### src/rtl/csrgate_pkg.sv
package csrgate_pkg;

   localparam int unsigned WORD_W  = 32;
   localparam int unsigned LANES   = WORD_W / 8;

   localparam logic [2:0] OP_PUT_FULL = 3'd0;
   localparam logic [2:0] OP_PUT_PART = 3'd1;
   localparam logic [2:0] OP_GET      = 3'd4;

   typedef enum logic [2:0] {
      RSP_ACK      = 3'd0,
      RSP_ACK_DATA = 3'd1
   } rsp_op_e;

   // byte lanes selected by a transfer of the given size at the given low address
   function automatic logic [LANES-1:0] size_lanes(input logic [1:0] size,
                                                   input logic [1:0] lo);
      logic [LANES-1:0] l;
      case (size)
         2'd0:    l = 4'b0001 << lo;
         2'd1:    l = lo[1] ? 4'b1100 : 4'b0011;
         2'd2:    l = 4'b1111;
         default: l = 4'b0000;
      endcase
      return l;
   endfunction

   // lanes a register of the given byte width implements
   function automatic logic [LANES-1:0] width_lanes(input logic [2:0] bytes);
      logic [LANES-1:0] l;
      case (bytes)
         3'd1:    l = 4'b0001;
         3'd2:    l = 4'b0011;
         3'd3:    l = 4'b0111;
         default: l = 4'b1111;
      endcase
      return l;
   endfunction

endpackage

### src/rtl/csrgate_proto_chk.sv
module csrgate_proto_chk
   import csrgate_pkg::*;
(
   input  logic [2:0]       opcode_i,
   input  logic [1:0]       size_i,
   input  logic [1:0]       addr_lo_i,
   input  logic [LANES-1:0] mask_i,
   output logic             is_write_o,
   output logic             is_get_o,
   output logic             err_o
);

   logic [LANES-1:0] lanes;
   logic             op_bad, size_bad, align_bad, mask_out, full_gap;

   always_comb begin
      is_get_o   = (opcode_i == OP_GET);
      is_write_o = (opcode_i == OP_PUT_FULL) || (opcode_i == OP_PUT_PART);
      op_bad     = !(is_get_o || is_write_o);
      lanes      = size_lanes(size_i, addr_lo_i);
      size_bad   = (size_i == 2'd3);
      align_bad  = ((size_i == 2'd1) && addr_lo_i[0]) ||
                   ((size_i == 2'd2) && (addr_lo_i != 2'b00));
      mask_out   = |(mask_i & ~lanes);
      full_gap   = (opcode_i == OP_PUT_FULL) && ((mask_i & lanes) != lanes);
      err_o      = op_bad | size_bad | align_bad | mask_out | full_gap;
   end

endmodule

### src/rtl/csrgate_map_dec.sv
module csrgate_map_dec
   import csrgate_pkg::*;
#(
   parameter int unsigned             AW        = 12,
   parameter int unsigned             NUM_REGS  = 4,
   parameter int unsigned             IW        = 2,
   parameter logic [NUM_REGS*AW-1:0]  REG_OFFS  = '0,
   parameter logic [NUM_REGS*3-1:0]   REG_BYTES = '0
) (
   input  logic [AW-1:0]    addr_i,
   output logic             hit_o,
   output logic [IW-1:0]    idx_o,
   output logic [LANES-1:0] need_o
);

   logic [NUM_REGS-1:0] hv;
   logic [AW-1:0]       word_addr;

   assign word_addr = {addr_i[AW-1:2], 2'b00};

   for (genvar g = 0; g < NUM_REGS; g++) begin : g_slot
      initial begin
         a_cfg_width: assert (REG_BYTES[g*3 +: 3] >= 3'd1 && REG_BYTES[g*3 +: 3] <= 3'd4)
            else $error("register %0d byte width out of range", g);
         a_cfg_align: assert (REG_OFFS[g*AW +: 2] == 2'b00)
            else $error("register %0d offset not word aligned", g);
      end
      assign hv[g] = (word_addr == REG_OFFS[g*AW +: AW]);
   end

   // lowest index wins if two offsets collide
   always_comb begin
      hit_o  = 1'b0;
      idx_o  = '0;
      need_o = 4'b1111;
      for (int i = NUM_REGS - 1; i >= 0; i--) begin
         if (hv[i]) begin
            hit_o  = 1'b1;
            idx_o  = IW'(i);
            need_o = width_lanes(REG_BYTES[i*3 +: 3]);
         end
      end
   end

endmodule

### src/rtl/csrgate_rsp_reg.sv
module csrgate_rsp_reg
   import csrgate_pkg::*;
#(
   parameter int unsigned SW = 8
) (
   input  logic              clk_i,
   input  logic              rst_ni,
   input  logic              load_i,
   input  logic              ld_err_i,
   input  rsp_op_e           ld_op_i,
   input  logic [1:0]        ld_size_i,
   input  logic [SW-1:0]     ld_src_i,
   input  logic [WORD_W-1:0] ld_data_i,
   input  logic              d_ready_i,
   output logic              busy_o,
   output logic [2:0]        d_opcode_o,
   output logic [1:0]        d_size_o,
   output logic [SW-1:0]     d_source_o,
   output logic [WORD_W-1:0] d_data_o,
   output logic              d_error_o
);

   rsp_op_e op_q;

   always_ff @(posedge clk_i or negedge rst_ni) begin
      if (!rst_ni) begin
         busy_o     <= 1'b0;
         op_q       <= RSP_ACK;
         d_size_o   <= '0;
         d_source_o <= '0;
         d_data_o   <= '0;
         d_error_o  <= 1'b0;
      end else if (load_i) begin
         busy_o     <= 1'b1;
         op_q       <= ld_op_i;
         d_size_o   <= ld_size_i;
         d_source_o <= ld_src_i;
         d_data_o   <= ld_data_i;
         d_error_o  <= ld_err_i;
      end else if (d_ready_i) begin
         busy_o     <= 1'b0;
      end
   end

   assign d_opcode_o = op_q;

   a_r10_hold: assert property (@(posedge clk_i) disable iff (!rst_ni)
      busy_o && !d_ready_i |=> busy_o && $stable(d_data_o) && $stable(d_error_o)
                               && $stable(d_source_o));

   a_r9_err_ones: assert property (@(posedge clk_i) disable iff (!rst_ni)
      busy_o && d_error_o |-> d_data_o == '1);

endmodule

### src/rtl/csr_req_gate.sv
module csr_req_gate
   import csrgate_pkg::*;
#(
   parameter int unsigned            AW        = 12,
   parameter int unsigned            SW        = 8,
   parameter int unsigned            NUM_REGS  = 4,
   parameter logic [NUM_REGS*AW-1:0] REG_OFFS  = {12'h00C, 12'h008, 12'h004, 12'h000},
   parameter logic [NUM_REGS*3-1:0]  REG_BYTES = {3'd1, 3'd4, 3'd2, 3'd4},
   localparam int unsigned           IW        = (NUM_REGS > 1) ? $clog2(NUM_REGS) : 1
) (
   input  logic              clk_i,
   input  logic              rst_ni,
   input  logic              a_valid_i,
   output logic              a_ready_o,
   input  logic [2:0]        a_opcode_i,
   input  logic [1:0]        a_size_i,
   input  logic [AW-1:0]     a_address_i,
   input  logic [3:0]        a_mask_i,
   input  logic [31:0]       a_data_i,
   input  logic [SW-1:0]     a_source_i,
   input  logic              a_instr_i,
   output logic              d_valid_o,
   input  logic              d_ready_i,
   output logic [2:0]        d_opcode_o,
   output logic [1:0]        d_size_o,
   output logic [SW-1:0]     d_source_o,
   output logic [31:0]       d_data_o,
   output logic              d_error_o,
   output logic              be_req_o,
   output logic              be_we_o,
   output logic [IW-1:0]     be_idx_o,
   output logic [31:0]       be_wdata_o,
   output logic [3:0]        be_wmask_o,
   input  logic [31:0]       be_rdata_i
);

   initial begin
      a_cfg_aw: assert (AW >= 3) else $error("address width too small");
      a_cfg_sw: assert (SW >= 1) else $error("source width must be nonzero");
      a_cfg_n:  assert (NUM_REGS >= 1) else $error("need at least one register");
   end

   logic             is_write, is_get, proto_err;
   logic             hit;
   logic [LANES-1:0] need;
   logic             dev_err, err, acc, busy;
   logic [WORD_W-1:0] rsp_data;

   csrgate_proto_chk u_proto (
      .opcode_i   (a_opcode_i),
      .size_i     (a_size_i),
      .addr_lo_i  (a_address_i[1:0]),
      .mask_i     (a_mask_i),
      .is_write_o (is_write),
      .is_get_o   (is_get),
      .err_o      (proto_err)
   );

   csrgate_map_dec #(
      .AW        (AW),
      .NUM_REGS  (NUM_REGS),
      .IW        (IW),
      .REG_OFFS  (REG_OFFS),
      .REG_BYTES (REG_BYTES)
   ) u_map (
      .addr_i (a_address_i),
      .hit_o  (hit),
      .idx_o  (be_idx_o),
      .need_o (need)
   );

   always_comb begin
      dev_err = !hit;
      if (is_write) begin
         dev_err = dev_err | (a_address_i[1:0] != 2'b00)
                           | ((a_mask_i & need) != need)
                           | a_instr_i;
      end
      err      = proto_err | dev_err;
      acc      = a_valid_i & a_ready_o;
      be_req_o = acc & ~err;
      be_we_o  = is_write;
      be_wdata_o = a_data_i;
      be_wmask_o = a_mask_i;
      if (err)           rsp_data = '1;
      else if (is_write) rsp_data = '0;
      else               rsp_data = be_rdata_i;
   end

   csrgate_rsp_reg #(.SW(SW)) u_rsp (
      .clk_i      (clk_i),
      .rst_ni     (rst_ni),
      .load_i     (acc),
      .ld_err_i   (err),
      .ld_op_i    (is_get ? RSP_ACK_DATA : RSP_ACK),
      .ld_size_i  (a_size_i),
      .ld_src_i   (a_source_i),
      .ld_data_i  (rsp_data),
      .d_ready_i  (d_ready_i),
      .busy_o     (busy),
      .d_opcode_o (d_opcode_o),
      .d_size_o   (d_size_o),
      .d_source_o (d_source_o),
      .d_data_o   (d_data_o),
      .d_error_o  (d_error_o)
   );

   assign a_ready_o = ~busy;
   assign d_valid_o = busy;

   a_r2_big_size: assert property (@(posedge clk_i) disable iff (!rst_ni)
      a_valid_i && a_ready_o && a_size_i == 2'd3 |=> d_valid_o && d_error_o);

   a_r7_instr_write: assert property (@(posedge clk_i) disable iff (!rst_ni)
      a_valid_i && a_ready_o && a_instr_i &&
      (a_opcode_i == OP_PUT_FULL || a_opcode_i == OP_PUT_PART) |=> d_error_o);

   a_r8_rsp_opcode: assert property (@(posedge clk_i) disable iff (!rst_ni)
      a_valid_i && a_ready_o |=>
      d_opcode_o == (($past(a_opcode_i) == OP_GET) ? 3'd1 : 3'd0));

   a_r10_one_out: assert property (@(posedge clk_i) disable iff (!rst_ni)
      be_req_o |-> !d_valid_o);

   a_r11_write_aligned: assert property (@(posedge clk_i) disable iff (!rst_ni)
      be_req_o && be_we_o |-> a_address_i[1:0] == 2'b00);

endmodule

### config.mk
export PLATFORM = sky130hd
export DESIGN_NAME = csr_req_gate
export DESIGN_NICKNAME = d
export VERILOG_FILES = /design/src/rtl/csrgate_pkg.sv /design/src/rtl/csrgate_proto_chk.sv /design/src/rtl/csrgate_map_dec.sv /design/src/rtl/csrgate_rsp_reg.sv /design/src/rtl/csr_req_gate.sv
export SDC_FILE = /design/constraint.sdc
export NUM_CORES = 1
export LEC_CHECK = 0
export ABC_AREA = 1
export BUFFER_PORTS_ARGS = -buffer_cell sky130_fd_sc_hd__buf_2
export CAP_MARGIN = 5
export CORE_AREA = 2 2 104 66
export CTS_CLUSTER_DIAMETER = 150
export DETAILED_ROUTE_END_ITERATION = 7
export DIE_AREA = 0 0 106 68
export GPL_ROUTABILITY_DRIVEN = 1
export PLACE_DENSITY = 0.88
export SYNTH_ARGS = -nofsm -noshare
export SYNTH_HDL_FRONTEND = slang
export SYNTH_SLANG_ARGS = --single-unit
### constraint.sdc
create_clock -name clk_i -period 4.11 [get_ports clk_i]
set_input_delay 0.6165 -clock clk_i [delete_from_list [all_inputs] [get_ports clk_i]]
set_output_delay 0.6165 -clock clk_i [all_outputs]
set_load 0.01 [all_outputs]
==> results of run 1 <==
worst max-delay path: cells and delay by family:
family,cells,cell delay [ps]
buffers and inverters,4,730
AND/OR/NAND/NOR,6,670
per-layer routing:
metal  part of all wire (%)  vias to the layer above  GRT usage (%)
met1                     47                     1178           23.5
met5                      0                        -              0
met3                    7.4                        6           5.52
met4                   0.27                        0           4.11
li1                       -                     1225              -
met2                     46                      109           33.6
synth_stat cells (all sizes together):
cell	instances	area [µm²]
nand2	112	420
inv	51	191
buf	47	349
dfrtp	45	1130
nand4	35	225
or2	32	200
nor2	19	91.3
clkbuf	8	30.0
o21ai	6	30.0
nand3	5	25.0
a21oi	2	10.0
conb	1	3.75
o41ai	1	8.76
cells in the final DEF, fill, tap and decap left out, drive strengths merged:
cell type,count
or2,32
buf,123
inv,51
nand2,112
nand3,5
a21oi,2
o41ai,1
nand4,35
o21ai,6
conb,2
dfrtp,45
clkinv,1
clkbuf,5
nor2,19
layout make-up:
cell class | instances | area, µm² | share of cell area (%)
clock buffers | 5 | 68.8 | 2.19
clock inverters | 1 | 5.00 | 0.159
repair buffers | 123 | 626 | 19.9
flip-flops and latches | 45 | 1130 | 35.8
multi-input cells | 214 | 1020 | 32.4
well taps | 87 | 109 | 3.46
inverters | 51 | 191 | 6.09
logic make-up (layout without fill, tap and decap cells):
logic type	Yosys count	count (layout)	synth area share (%)
flip-flops	45	45	41.5
AO/OA/AOI/OAI	9	9	1.80
AND/OR/NAND/NOR	203	203	35.5
other	1	2	0.138
buffers and inverters	106	180	21.0
flip-flops by register name (all words and copies together), names as in the netlist:
register	flops
u_rsp.busy_o	1
u_rsp.d_error_o	1
u_rsp.d_size_o	2
u_rsp.d_opcode_o	1
u_rsp.d_source_o	8
u_rsp.d_data_o	32
worst min path at each step:
| stage | startpoint | to | slack (ps) | cells after the start |
|---|---|---|---|---|
| 2_1_floorplan | rst_ni | u_rsp.busy_o | 320 | 0 |
| 3_3_place_gp | u_rsp.d_source_o[2] | u_rsp.d_source_o[2] | 450 | 2 |
| 3_5_place_dp | u_rsp.d_source_o[6] | u_rsp.d_source_o[6] | 460 | 2 |
| 4_1_cts | u_rsp.d_source_o[6] | u_rsp.d_source_o[6] | 480 | 2 |
| 5_1_grt | d_ready_i | u_rsp.busy_o | 500 | 2 |
| 6_report | rst_ni | u_rsp.d_data_o[11] | 480 | 1 |
power breakdown:
group,internal (mW),switching [mW]
sequential,0.465,0.0132
combinational,0.0643,0.111
clock,0.112,0.143
==> key figures, run 1 <==
Timing
  – Fmax achieved: 378 MHz
  – Slew headroom: 31.9%
  – RSZ-0062 raised after global routing: no
  – Clock Skew: just under 6 ps
  – Worst-Margin Slew: 1020 ps
  – Fin Hold WS: 481 ps
  – Crit path time final: 2650 ps
  – Setup_tns: 0 ps
  – Final Hold Viols: 0
  – Final WS setup: 1460 ps
  – Slew Viols, Final: 0
  – Post-route clock period utilization: 64.4%
  – Final setup fails: 0

Die
  – Initial Utilization: a little over two fifths
  – Row cnt: 23
  – Core area: roughly 6400 µm²
  – I/O pin count: 186
  – Die area: approximately 7000 µm²
  – Die Y: roughly 68 µm
  – Die W: 106 µm

GRT
  – First-pass GRT wire length: between 10000 and 15000 µm
  – Antenna violations before repair: 0
  – Vias in the first global route: 2391
  – Largest net degree at the start of global routing: 46
  – Overflow after GRT: 0
  – All-Layer GR Usage: 19.0%

Worst setup path
  – R2R setup slack: 2360 ps
  – Critical Path AT: between 2000 and 2500 ps
  – Worst Setup Start Kind: primary input
  – Worst r2r dst: u_rsp.d_data_o[6]
  – Worst Setup SP: a_opcode_i[0]
  – Crit-path cells: buf_2, inv_1, nand3_1, nand2_1, inv_2, nor2_1, nor2_4, nand2_1, nor2_1, buf_2
  – Worst path max stage delay: 430 ps
  – Reg2reg start: u_rsp.busy_o
  – Crit Path Category: in -> out
  – Slowest CP cell: inv_2
  – CP required: about 3500 ps
  – CP Capture Type: output port
  – Crit-path max FO: 33
  – Setup crit end: be_req_o
  – R2R cell count: 9

Place
  – Port Buffers: 119
  – DP Wirelength: 4810 µm
  – GP Congestion: 0.856
  – Placed Area: slightly above 3000 µm²
  – Placed cell count: 520
  – Pre-CTS WS: 1440 ps

Outcome
  – Status: complete, no violations

CTS
  – Total CTS buffers: 5
  – Clock Tree Root: clkbuf_8
  – CTS tree: done
  – H-tree Lvls: 2
  – Post-CTS Resized: 0
  – Clock sink total: 45
  – Hold_buf cts: 0
  – Maximum clock insertion buffer count: 2
  – Post-CTS setup buffer count: 0
  – Clock-pin slew on the worst setup and hold paths: 90 ps
  – Worst-skew pair later-pin latency: a little under 300 ps

Synth
  – Fraction of the yosys area taken by sequential cells: 41.5%
  – Post-Syn Area per Cell: 7.45 µm²
  – Synthesized instance count: 364
  – Synth Warn #: 0
  – Synth Cell Area: about 2700 µm²
  – Library cells used by synthesis: 20
  – Yosys reg bits: 45

Final layout
  – Layout cells sized above 1: 38.3%
  – ANT cells: 0
  – Final design area excluding fillers: 3140 µm²
  – Synth-to-layout area growth: 16.0%
  – Finished Core Util: 49.4%
  – Fill count: 630
  – Final #Nets: 538
  – Non-filler cells, final: 526

Power and ir drop
  – Leak: 1.61 nW
  – Pwr Total: 908 µW
  – Power per cell area: 289 nW/µm²
  – VDD IR-drop max: 180 µV

Drt
  – 1st-iter DRT viols: approximately 150
  – Routed Antenna Nets: 0
  – Final Routed Wirelength: 6780 µm
  – DR vias/cell: around 4.8
  – First drt pass iteration count: 6
  – Routed via count: 2518
  – DRC: 0
  – Routed length per instance: 12.9 µm

Run
  – Total of max-cap violations: 0

Hold path
  – Class of the worst hold path: in -> async
(Power assumes the default switching activity.)
==> run 2, diff against run 1 <==
- ABC_AREA: 1 -> 0
- CORE_AREA: 2 2 104 66 -> 2 2 114 72
- DIE_AREA: 0 0 106 68 -> 0 0 116 74
- PLACE_DENSITY: 0.88 -> 0.8
- clock period: 4.11 -> 2.3 ns (I/O delays scaled with it)
==> key figures, run 2 <==
Drt
  – First drt pass iteration count: 4 (-2)
  – DR vias/cell: 5.55 (+16%)
  – 1st-iter DRT viols: 265 (+82%)
  – Final Routed Wirelength: 8220 µm (+21%)
  – DRC: 0 (unchanged)
  – Routed Antenna Nets: 0 (unchanged)
  – Routed length per instance: 18.4 µm (+43%)
  – Routed via count: 2480 (-1.5%)

Die
  – Core area: 7570 µm² (+19%)
  – I/O pin count: 186 (unchanged)
  – Initial Utilization: 37.8% (-4.8 points)
  – Row cnt: 25 (+8.7%)
  – Die W: 116 µm (+9.4%)
  – Die Y: 74 µm (+8.8%)
  – Die area: 8580 µm² (+19%)

Timing
  – Slew headroom: 65.9% (+34 points)
  – Clock Skew: 4.28 ps (-1.60 ps)
  – Crit path time final: between 2000 and 2500 ps
  – Final Hold Viols: 0 (unchanged)
  – Fmax achieved: roughly 450 MHz
  – RSZ-0062 raised after global routing: no
  – Worst-Margin Slew: 511 ps (-510 ps)
  – Setup_tns: 0 ps (unchanged)
  – Post-route clock period utilization: 96.5%
  – Fin Hold WS: 238 ps (-242 ps)
  – Slew Viols, Final: 0 (unchanged)
  – Final setup fails: 0 (unchanged)

Worst setup path
  – Crit-path max FO: 4 (-88%)
  – Crit Path Category: reg -> out
  – R2R setup slack: 420 ps (-1940 ps)
  – Crit-path cells: nor3b_2, nand4_4, nor3_1, and4_1, buf_2
  – CP Capture Type: output port
  – Worst Setup Start Kind: register
  – Worst path max stage delay: 450 ps (+20 ps)
  – Critical Path AT: 1880 ps (-150 ps)
  – CP required: 1960 ps (-1530 ps)
  – Slowest CP cell: dfrtp_1

GRT
  – Antenna violations before repair: 0 (unchanged)
  – First-pass GRT wire length: 12700 µm (+17%)
  – Overflow after GRT: 0 (unchanged)
  – Largest net degree at the start of global routing: 34 (-26%)
  – Vias in the first global route: 2431 (+1.7%)
  – All-Layer GR Usage: 19.2% (+0.27 points)

Final layout
  – Max reg flops: 32 (unchanged)
  – Largest Register: u_rsp.d_data_o
  – Commonest non-fill, non-tap cell in the layout: buf_2
  – Synth-to-layout area growth: 20.6%
  – Fill count: 751 (+19%)
  – Biggest regs: u_rsp.d_data_o x32, u_rsp.d_source_o x8, u_rsp.d_size_o x2
  – Commonest cells after routing, fill and taps aside: buf_2, dfrtp_1, nor2_1
  – Non-filler cells, final: 447 (-15%)
  – Layout cells sized above 1: 56.0% (+18 points)
  – ANT cells: 0 (unchanged)
  – Final #Nets: 437 (-19%)

Power and ir drop
  – Sw Share: 28.1% (-1.3 points)
  – Power per cell area: 570 nW/µm² (+97%)
  – VDD IR-drop max: 469 µV (+160%)
  – Net Sw Power: 553 µW (+110%)
  – Clock share of power: 36.5% (+8.4 points)
  – Flop pwr share: 43.8% (-8.8 points)
  – Leak: 1.25 nW (-22%)
  – P_int: 1.41 mW (+120%)
  – Comb pwr share: 19.7% (+0.5 points)

Synth
  – Most instantiated cells after synthesis: dfrtp_1, buf_4, nor2_1
  – Synthesized instance count: 264 (-27%)
  – Library cells used by synthesis: 39 (+95%)
  – Post-Syn Area per Cell: 10.8 µm² (+45%)
  – Count leader, synth: dfrtp_1
  – Top cell type's share of synthesized area: 39.4% (-2.2 points)
  – Post-synth EDFFs: 0 (unchanged)
  – Fraction of the yosys area taken by sequential cells: 39.4% (-2.2 points)
  – Synth Warn #: 0 (unchanged)
  – Cell taking the most area after synthesis: dfrtp_1
  – Fraction of registers with async set/reset: 100% (unchanged)
  – Yosys reg bits: 45 (unchanged)
  – Synth top area cells: dfrtp_1, a2111oi_2, a41oi_1
  – Synth Cell Area: 2860 µm² (+5.5%)
  – Main synth FF type: dfrtp_1

CTS
  – Total CTS buffers: 5 (unchanged)
  – Post-CTS setup buffer count: 0 (unchanged)
  – Worst-skew pair later-pin latency: 290 ps (about the same)
  – CTS tree: done
  – Clock-pin slew on the worst setup and hold paths: 60 ps (-30 ps)
  – Clock sink total: 45 (unchanged)
  – Maximum clock insertion buffer count: 2 (unchanged)
  – H-tree Lvls: 2 (unchanged)
  – Clock Tree Root: clkbuf_16

Run
  – Total of max-cap violations: 0 (unchanged)

Place
  – DP Wirelength: 5740 µm (+19%)
  – GP Congestion: 0.754 (-12%)
  – Port Buffers: 119 (unchanged)
  – Placed cell count: 439 (-16%)

Outcome
  – Status: complete, no violations

Hold path
  – Class of the worst hold path: in -> reg
==> run 2: worst paths after layout <==
path,startpoint,end,cells after the start
min,d_ready_i,u_rsp.busy_o,2
min in group asynchronous,rst_ni,u_rsp.d_source_o[6],2
min reg2reg,u_rsp.d_source_o[7],u_rsp.d_source_o[7],1
max,u_rsp.busy_o,be_req_o,5
max reg2reg,u_rsp.busy_o,u_rsp.d_data_o[27],5
max in group asynchronous,rst_ni,u_rsp.d_data_o[14],3
==> run 2: cells by family after synthesis <==
logic type / count (synthesis) / synth area share (%)
AO/OA/AOI/OAI: 83 / 30.6
buffers and inverters: 72 / 15.7
flip-flops: 45 / 39.4
multiplexers: 10 / 3.94
other: 1 / 0.131
AND/OR/NAND/NOR: 53 / 10.2
==> run 2: metrics by stage <==
step           power, mW  utilization, %  instance area, µm²  setup WS [ps]
2_1_floorplan       1.13               -                2860            416
3_3_place_gp        1.25            43.5                3290            232
3_5_place_dp        1.26            43.5                3290            228
4_1_cts             1.99            45.6                3450            107
5_1_grt             2.06            45.6                3450           2.92
6_report            1.97            45.6                3450           79.8
==> run 2: final cells by class <==
cell class	instances	area, µm²	area share (%)
clock buffer	7	143	4.14
timing repair buffer	134	711	20.6
inverter	5	18.8	0.544
tap	108	135	3.92
multi-input combinational	148	1320	38.1
sequential	45	1130	32.7
==> run 2: layer usage <==
| layer | global-route usage, % | vias up | wire length [µm] |
|---|---|---|---|
| met2 | 30.3 | 113 | 3690 |
| met3 | 6.60 | 10 | 672 |
| met5 | 0 | - | 0 |
| met1 | 26.0 | 1226 | 3800 |
| met4 | 4.37 | 0 | 55 |
| li1 | - | 1131 | - |
==> run 2: power by group through the flow <==
stage               Combinational (mW)  Clock (mW)  Sequential (mW)
floorplan                        0.231           0            0.895
global placement                 0.378           0            0.872
global route                     0.419       0.770            0.867
CTS                              0.388       0.741            0.862
finish                           0.387       0.718            0.862
detailed placement               0.385           0            0.874
==> run 2: worst max-delay path, delay by kind of cell (launching register included) <==
kind	cells	cell delay, ps
flops	1	450
simple gates	4	990
buf+inv	1	140
==> run 2: repair_timing <==
| action | CTS | global route |
|---|---|---|
| hold endpoints to repair | 11 | 0 |
| gates resized for setup | 1 | 0 |
| hold buffers | 1 | 0 |
| setup endpoints to repair | 1 | 0 |
==> run 3, diff against run 2 <==
- BUFFER_PORTS_ARGS: -buffer_cell sky130_fd_sc_hd__buf_2 -> unset
- CORE_AREA: 2 2 114 72 -> 2 2 95 60
- DIE_AREA: 0 0 116 74 -> 0 0 97 62
- DONT_BUFFER_PORTS: unset -> 1
- PLACE_DENSITY: 0.8 -> 0.78
==> key figures, run 3 (same netlist as run 2, synthesis figures left out) <==
Die
  – Die area: 6010 µm² (-30%)
  – Core area: 5280 µm² (-30%)
  – I/O pin count: 186 (unchanged)
  – Die Y: 62 µm (-16%)
  – Die W: 97 µm (-16%)
  – Row cnt: 21 (-16%)
  – Initial Utilization: 54.2% (+16 points)

Drt
  – 1st-iter DRT viols: 163 (-38%)
  – Routed Antenna Nets: 0 (unchanged)
  – Routed length per instance: 23.6 µm (+29%)
  – First drt pass iteration count: 4 (unchanged)
  – DRC: 0 (unchanged)
  – Final Routed Wirelength: 6800 µm (-17%)
  – DR vias/cell: 7.08 (+28%)
  – Routed via count: 2040 (-18%)

CTS
  – Clock sink total: 45 (unchanged)
  – Worst-skew pair later-pin latency: 290 ps (about the same)
  – Clock Tree Root: clkbuf_8
  – H-tree Lvls: 2 (unchanged)
  – Post-CTS setup buffer count: 0 (unchanged)
  – Clock-pin slew on the worst setup and hold paths: 80 ps (+20 ps)
  – Total CTS buffers: 5 (unchanged)
  – Maximum clock insertion buffer count: 2 (unchanged)
  – CTS tree: done

GRT
  – Vias in the first global route: 1902 (-22%)
  – Antenna violations before repair: 0 (unchanged)
  – Overflow after GRT: 0 (unchanged)
  – Largest net degree at the start of global routing: 46 (+35%)
  – All-Layer GR Usage: 22.4% (+3.2 points)
  – First-pass GRT wire length: 10300 µm (-19%)

Worst setup path
  – Crit-path cells: nor3b_2, nand4_4, nor3_2, and4_1
  – Crit Path Category: reg -> out
  – Crit-path max FO: 4 (unchanged)
  – Largest delay share family, worst path: simple AND/OR/NAND/NOR gates
  – Worst Setup Start Kind: register
  – CP Capture Type: output port
  – Worst Path Buf+Inv: 0 (-1)
  – Slowest CP cell: dfrtp_1
  – CP required: 1960 ps (about the same)
  – Worst path max stage delay: 470 ps (+20 ps)
  – Critical Path AT: 1750 ps (-130 ps)

Timing
  – Final setup fails: 0 (unchanged)
  – Setup_tns: 0 ps (unchanged)
  – Post-route clock period utilization: 91.1% (-5.5 points)
  – Worst-Margin Slew: 944 ps (+433 ps)
  – Clock Skew: 3.51 ps (-0.777 ps)
  – Fmax achieved: 477 MHz (+6.0%)
  – Crit path time final: 2090 ps (-126 ps)
  – Slew headroom: 37.1% (-29 points)
  – Slew Viols, Final: 0 (unchanged)
  – RSZ-0062 raised after global routing: no
  – Final Hold Viols: 0 (unchanged)

Power and ir drop
  – Comb pwr share: 14.1% (-5.6 points)
  – Power per cell area: 578 nW/µm² (+1.4%)
  – P_int: 1.12 mW (-20%)
  – Net Sw Power: 467 µW (-15%)
  – Leak: 0.808 nW (-36%)
  – Flop pwr share: 55.9% (+12 points)
  – VDD IR-drop max: 420 µV (-10%)
  – Sw Share: 29.4% (+1.3 points)
  – Clock share of power: 30.0% (-6.5 points)

Final layout
  – Max reg flops: 32 (unchanged)
  – Commonest cells after routing, fill and taps aside: dfrtp_1, nor2_1, a41oi_1
  – Area occupied by multi-input gates: 1320 µm² (+0.38%)
  – Layout cells sized above 1: 32.4% (-24 points)
  – ANT cells: 0 (unchanged)
  – Largest Register: u_rsp.d_data_o
  – Finished Core Util: 52.1% (+6.6 points)
  – Seq. cell area: 1130 µm² (unchanged)
  – Synth-to-layout area growth: -3.72%
  – Final #Nets: 316 (-28%)
  – Fill count: 468 (-38%)
  – Biggest regs: u_rsp.d_data_o x32, u_rsp.d_source_o x8, u_rsp.d_size_o x2
  – Commonest non-fill, non-tap cell in the layout: dfrtp_1

Hold path
  – Class of the worst hold path: in -> reg

Outcome
  – Status: complete, no violations

Place
  – GP Congestion: 0.801 (+6.2%)
  – Port Buffers: 0 (-100%)
  – DP Wirelength: 4500 µm (-22%)

Run
  – Total of max-cap violations: 0 (unchanged)
## run 3: worst reg2reg max path: cells and delay by family, from the launching register on
kind,cells,cell delay [ps]
AND/OR/NAND/NOR,2,420
buffers and inverters,1,250
flip-flops,1,470
AO/OA/AOI/OAI,2,570
## run 3: area by class of cell
type                       count  share of cell area (%)
inverter                       5                   0.682
clock inverter                 2                   0.363
tap                           69                    3.13
sequential                    45                    40.9
clock buffer                   6                    2.64
timing repair buffer          13                    4.36
multi-input combinational    148                    47.9
## run 3: worst paths after layout
path	slack, ps	end	startpoint	cells past startpoint
hold / removal	130	u_rsp.busy_o	d_ready_i	1
setup / recovery	210	be_req_o	u_rsp.busy_o	4
min in group asynchronous	580	u_rsp.d_data_o[18]	rst_ni	2
hold reg to reg	590	u_rsp.d_source_o[2]	u_rsp.d_source_o[2]	1
setup reg to reg	450	u_rsp.d_data_o[28]	u_rsp.busy_o	5
max in group asynchronous	1470	u_rsp.d_data_o[14]	rst_ni	2
## run 3: metal layers
layer	GRT usage, %	vias up	share of wire [%]
met3	12.4	11	14
met4	5.63	0	0.76
met2	31.3	142	44
met1	30.2	999	42
li1	-	888	-
met5	0	-	0
## run 3: timing repair
action | in CTS | in global routing
gates cloned | 0 | 0
resized for setup | 1 | 1
setup endpoints to repair | 1 | 1
hold buffers | 2 | 0
endpoints found under the hold margin | 45 | 0
pin swaps | 0 | 0
## run 3: stage by stage
step                      hold WS [ps]  instances  instance area, µm²  worst slack [ps]  power (mW)
final                              128        288                2750               205        1.59
after CTS                          114        288                2750              77.0        1.61
after global routing               120        288                2750              73.9        1.67
after detailed placement          50.3        278                2620               277        1.10
after global placement            50.3        278                2620               334        1.10
after floorplan                   49.4        265                2860               416        1.13
## run 3: power by group through the flow
stage / registers [mW] / clock network (mW) / logic (mW)
global placement: 0.904 / 0 / 0.196
floorplan: 0.895 / 0 / 0.231
CTS: 0.890 / 0.493 / 0.224
detailed placement: 0.903 / 0 / 0.201
finish: 0.889 / 0.478 / 0.225
global route: 0.896 / 0.529 / 0.244
